### src/rtl/chan_link.sv
module chan_link_fifo #(
  parameter int W     = 8,
  parameter int DEPTH = 4
) (
  input  logic         clk,
  input  logic         rst_n,
  input  logic         push,
  input  logic [W-1:0] din,
  output logic         full,
  input  logic         pop,
  output logic [W-1:0] dout,
  output logic         empty
);
  localparam int AW = (DEPTH > 1) ? $clog2(DEPTH) : 1;

  logic [W-1:0]  mem [DEPTH];
  logic [AW-1:0] wp, rp;
  logic [AW:0]   cnt;

  wire do_push = push && !full;
  wire do_pop  = pop && !empty;

  assign full  = (cnt == (AW+1)'(DEPTH));
  assign empty = (cnt == '0);
  assign dout  = mem[rp];

  always_ff @(posedge clk or negedge rst_n) begin
    if (!rst_n) begin
      wp  <= '0;
      rp  <= '0;
      cnt <= '0;
    end else begin
      if (do_push) wp <= (wp == AW'(DEPTH-1)) ? '0 : wp + 1'b1;
      if (do_pop)  rp <= (rp == AW'(DEPTH-1)) ? '0 : rp + 1'b1;
      cnt <= cnt + (AW+1)'(do_push) - (AW+1)'(do_pop);
    end
  end

  always_ff @(posedge clk)
    if (do_push) mem[wp] <= din;
endmodule

module chan_link #(
  parameter int                MADDR_W   = 16,
  parameter int                SADDR_W   = 12,
  parameter logic [SADDR_W-1:0] ADDR_OFS = 'hF00,
  parameter int                SIZE_W    = 8,
  parameter int                OPT_W     = 4,
  parameter int                DATA_W    = 32,
  parameter bit                HAS_WR    = 1'b1,
  parameter bit                HAS_RD    = 1'b1,
  parameter int                REQ_DEPTH = 4,
  parameter int                WD_DEPTH  = 4,
  parameter int                RD_DEPTH  = 2
) (
  input  logic               clk,
  input  logic               rst_n,
  input  logic               m_req_push,
  input  logic               m_req_cmd,
  input  logic [MADDR_W-1:0] m_req_addr,
  input  logic [SIZE_W-1:0]  m_req_size,
  input  logic [OPT_W-1:0]   m_req_opt,
  output logic               m_req_full,
  input  logic               s_req_pop,
  output logic               s_req_empty,
  output logic               s_req_cmd,
  output logic [SADDR_W-1:0] s_req_addr,
  output logic [SIZE_W-1:0]  s_req_size,
  output logic [OPT_W-1:0]   s_req_opt,
  input  logic               m_wpush,
  input  logic [DATA_W-1:0]  m_wdata,
  output logic               m_wfull,
  input  logic               s_wpop,
  output logic               s_wempty,
  output logic [DATA_W-1:0]  s_wdata,
  input  logic               s_rpush,
  input  logic [DATA_W-1:0]  s_rdata,
  output logic               s_rfull,
  input  logic               m_rpop,
  output logic               m_rempty,
  output logic [DATA_W-1:0]  m_rdata
);
  localparam int REQ_W = 1 + SADDR_W + SIZE_W + OPT_W;

  logic [SADDR_W-1:0] addr_rs;
  logic [REQ_W-1:0]   req_in, req_out;

  generate
    if (MADDR_W > SADDR_W) begin : g_trunc
      assign addr_rs = m_req_addr[SADDR_W-1:0];
      wire unused_hi = &{1'b0, m_req_addr[MADDR_W-1:SADDR_W]};
    end else begin : g_ext
      assign addr_rs = SADDR_W'(m_req_addr);
    end
  endgenerate

  assign req_in = {m_req_cmd, addr_rs + ADDR_OFS, m_req_size, m_req_opt};
  assign {s_req_cmd, s_req_addr, s_req_size, s_req_opt} = req_out;

  chan_link_fifo #(.W(REQ_W), .DEPTH(REQ_DEPTH)) u_req (
    .clk, .rst_n, .push(m_req_push), .din(req_in), .full(m_req_full),
    .pop(s_req_pop), .dout(req_out), .empty(s_req_empty));

  generate
    if (HAS_WR) begin : g_wr
      chan_link_fifo #(.W(DATA_W), .DEPTH(WD_DEPTH)) u_wd (
        .clk, .rst_n, .push(m_wpush), .din(m_wdata), .full(m_wfull),
        .pop(s_wpop), .dout(s_wdata), .empty(s_wempty));
    end else begin : g_no_wr
      assign m_wfull  = 1'b1;
      assign s_wempty = 1'b1;
      assign s_wdata  = '0;
      wire unused_wr = &{1'b0, m_wpush, m_wdata, s_wpop};
    end

    if (HAS_RD) begin : g_rd
      chan_link_fifo #(.W(DATA_W), .DEPTH(RD_DEPTH)) u_rd (
        .clk, .rst_n, .push(s_rpush), .din(s_rdata), .full(s_rfull),
        .pop(m_rpop), .dout(m_rdata), .empty(m_rempty));
    end else begin : g_no_rd
      assign s_rfull  = 1'b1;
      assign m_rempty = 1'b1;
      assign m_rdata  = '0;
      wire unused_rd = &{1'b0, s_rpush, s_rdata, m_rpop};
    end
  endgenerate
endmodule


### config.mk
export PLATFORM = sky130hd
export DESIGN_NAME = chan_link
export DESIGN_NICKNAME = d
export VERILOG_FILES = /design/src/rtl/chan_link.sv
export SDC_FILE = /design/constraint.sdc
export NUM_CORES = 1
export LEC_CHECK = 0
export ABC_AREA = 1
export BUFFER_PORTS_ARGS = -buffer_cell sky130_fd_sc_hd__buf_2
export CAP_MARGIN = 20
export CORE_ASPECT_RATIO = 0.75
export CORE_UTILIZATION = 55
export CTS_BUF_LIST = sky130_fd_sc_hd__clkbuf_8 sky130_fd_sc_hd__clkbuf_16
export DETAILED_ROUTE_END_ITERATION = 12
export PLACE_DENSITY = 0.87
export SLEW_MARGIN = 20
export SYNTH_ARGS = -nofsm -noshare
export SYNTH_HDL_FRONTEND = slang
export SYNTH_HIERARCHICAL = 1
export SYNTH_SLANG_ARGS = --single-unit
### constraint.sdc
create_clock -name clk -period 4.34 [get_ports clk]
set_input_delay 0.868 -clock clk [delete_from_list [all_inputs] [get_ports clk]]
set_output_delay 0.868 -clock clk [all_outputs]
set_load 0.03 [all_outputs]
==> results by group <==
Floorplan
  • Core box area: 22300 sq um
  • Die area: 23600 sq um
  • Num rows: 47
  • Die height: 133 um
  • Num ports: 196
  • Initial core utilization: 0.568
  • Die X: 177 um

Pwr
  • Static Leak: 6.29 nW
  • Pwr Density: 744 nW/um^2
  • Clock power share: 0.232
  • Pint: 6.65 mW
  • Switch share: 0.397
  • Final Total Pwr: 11.0 mW
  • Psw: 4.37 mW
  • Power share of the combinational group: 0.377
  • Seq pwr share: 0.392
  • Max IR drop VDD: 0.536 mV

Clock network
  • TritonCTS clock tree: yes
  • CTS Hold Bufs: 0
  • Worst skew pair latency: 530 ps
  • Clock root cell: clkbuf_16
  • Num CTS Buffers: 29
  • CTS sink cnt: 310
  • CTS clk-pin slew, worst paths: 70 ps
  • H-tree depth: 1
  • Setup bufs post-CTS: 0
  • Clock buffer depth: 3
  • Post-CTS sizing: 0

Run
  • Maxcap violations: 0

Worst setup path
  • R2R cell count: 5
  • Critical path arrival: 2400 ps
  • Worst R2R Start: g_wr.u_wd/cnt[1]
  • Critical path launch point: u_req/rp[0]
  • R2r setup slk: 2190 ps
  • Worst Path Max Fanout: 48
  • Crit Path Class: register to output pin
  • Critical Path End: s_req_size[1]
  • Worst EP required: 3470 ps
  • Reg2reg end: g_wr.u_wd/mem[0][0]
  • CP endpoint kind: output pin
  • Crit path launch type: register

Synthesis
  • Syn Inst Count: 992
  • Xor/xnor cell area share of the yosys netlist: 0.000692
  • Adder and majority gate portion of the synthesized area: 0.0200
  • Syn Nets: 1112
  • Mux contribution to synthesized area: 0
  • Simple-gate area share of the yosys netlist: 0.107
  • Post-synthesis sequential area ratio: 0.729
  • Largest family of logic cells by synthesized area: simple AND/OR/NAND/NOR gates
  • Synth Warn #: 6
  • Cell Area, Synth: 12700 sq um
  • #FFs+latches synth: 310
  • Syn_area_per_cell: 12.8 sq um
  • Synth Area in Compound Gates: 0.0716
  • Cell variety after synth: 23

GRT
  • Routing usage on met3: 0.0531
  • Number of global-route vias before repair: 7751
  • Initial antenna violation count: 2
  • Grt peak-use layer: met2
  • Met1 Usage GRT: 0.243
  • All-layer global routing usage: 0.202
  • Largest net degree at the start of global routing: 132
  • Met2 usage in global routing: 0.348
  • GRT overflow: 0
  • First-pass GRT wire length: 37.1 mm

Route
  • Vias post-DR: 7772
  • WL/cell: 15.8 um
  • Routed Antenna Nets: 0
  • Iteration-0 DRC Markers: 513
  • # DRC: 0
  • Pre-Repair DR Iteration Count: 4
  • Routed WL: 23.7 mm
  • Vias/cell: 5.17

Finish
  • Area of the multi-input gates: 2550 sq um
  • Register Area: 9220 sq um
  • Share of post-route cells with drive strength above 1: 0.239
  • Fill cells: 1501
  • Post-route cell area: 14800 sq um
  • Post-layout util: 0.665
  • Area Growth Syn to Fin: 17.0%
  • Nets: 1305
  • Fin cells: 1502

Timing
  • RSZ-0062 raised after global routing: no
  • Final setup vio count: 0
  • Hold slack: 276 ps
  • Worst Max-Slew Pin Slew: 832 ps
  • Slew HR: 0.444
  • Final Hold Viols: 0
  • Fmax achieved: 306 MHz
  • Fin crit period: 3260 ps
  • Final TNS setup: 0 ps
  • Final period util: 0.752
  • Final Skew: 16.7 ps
  • Final Max Tran Viols: 0
  • Setup ws final: 1080 ps

Placement
  • Post-Place Cells: 1447
  • Dpl ws: 1620 ps
  • Gp weighted congestion: 0.726
  • Post-DP HPWL: 14.6 mm
  • IO Port Bufs: 191
  • Area post-placement: 13800 sq um

Run status
  • Status: finished clean

Worst hold path
  • Hold WC Path Type: input pin to asynchronous set/reset pin
## routing by layer
metal / routed length (um) / part of all wire
met5: 11 / 0.00046
met4: 623 / 0.026
met3: 1830 / 0.077
met2: 11600 / 0.49
met1: 9630 / 0.41
## critical path, stage by stage (launching register included)
cell      delay, ps
dfrtp_2         880
buf_4           500
nand2_1         120
o211ai_1        100
nand2_1          70
buf_2           170
## flip-flops by register name (all words and copies together), names as in the netlist, 3 cells and up
register / cells
g_rd.u_rd/mem: 64
u_req/cnt: 3
g_wr.u_wd/cnt: 3
u_req/mem: 100
g_wr.u_wd/mem: 128
## worst min-delay path by stage
stage | to | slack [ps] | cells after the start
after global placement | g_rd.u_rd/wp | 460 | 2
after CTS | g_rd.u_rd/cnt[1] | 270 | 1
after detailed placement | g_rd.u_rd/wp | 470 | 2
after floorplan | g_rd.u_rd/wp | 440 | 2
after global routing | g_rd.u_rd/cnt[1] | 290 | 1
final | g_rd.u_rd/cnt[0] | 280 | 1
## kinds of logic (layout without fill, tap and decap cells)
group,Yosys count,count (layout)
adders and majority gates,19,19
AOI/OAI and AO/OA,114,114
DFF,310,310
buffers and inverters,201,416
and+or+nand+nor,347,347
other,0,1
xor gates and xnor gates,1,1
## area by class of cell
type | count | share of cell area
inverters | 157 | 0.0405
multi-input cells | 481 | 0.172
diodes | 1 | 0.000169
clock buffers | 33 | 0.0527
well taps | 294 | 0.0248
clock inverters | 20 | 0.0133
flip-flops and latches | 310 | 0.623
repair buffers | 206 | 0.0735
## placed cells by master, fill, tap and decap left out
cell type   synthesis  layout
nand2_1           306     306
edfxtp_1          292     292
buf_2              22     191
inv_1             154     158
o211ai_1          104     104
clkbuf_16           0      29
ha_1               17      17
dfrtp_1            18      16
buf_4               9      14
nand3_1            12      12
nand2_2            11      11
o211ai_2           10      10
nor2_2              1       9
clkinv_2            0       7
nor2_1             15       6
clkbuf_8            0       4
bufinv_16           0       4
clkinv_1            0       3
nand3b_1            2       2
fa_1                2       2
diode_2             0       1
xor2_1              1       1
clkinvlp_4          0       1
inv_6               0       1
inv_8               1       1
inv_2               1       1
buf_16              0       1
dfrtp_4             0       1
inv_4               1       1
nor2_4              0       1
dfrtp_2             0       1
## power by group through the flow
stage | sequential [mW] | combinational, mW | clock [mW]
2_1_floorplan | 4.20 | 3.22 | 0
3_3_place_gp | 4.42 | 3.92 | 0
3_5_place_dp | 4.46 | 4.04 | 0
4_1_cts | 4.41 | 4.07 | 2.60
5_1_grt | 4.38 | 4.53 | 2.70
6_report | 4.32 | 4.15 | 2.55
## cell usage after synthesis
master / instances / area [sq um]
buf_1: 1 / 3.75
buf_2: 22 / 110
buf_4: 9 / 67.6
buf_6: 10 / 113
buf_8: 1 / 15.0
clkbuf_1: 1 / 3.75
dfrtp_1: 18 / 450
edfxtp_1: 292 / 8770
fa_1: 2 / 40.0
ha_1: 17 / 213
inv_1: 154 / 578
inv_2: 1 / 3.75
inv_4: 1 / 6.26
inv_8: 1 / 11.3
nand2_1: 306 / 1150
nand2_2: 11 / 68.8
nand3_1: 12 / 60.1
nand3b_1: 2 / 15.0
nor2_1: 15 / 56.3
nor2_2: 1 / 6.26
o211ai_1: 104 / 781
o211ai_2: 10 / 125
xor2_1: 1 / 8.76
No activity file was read; power rests on OpenSTA's default activity.
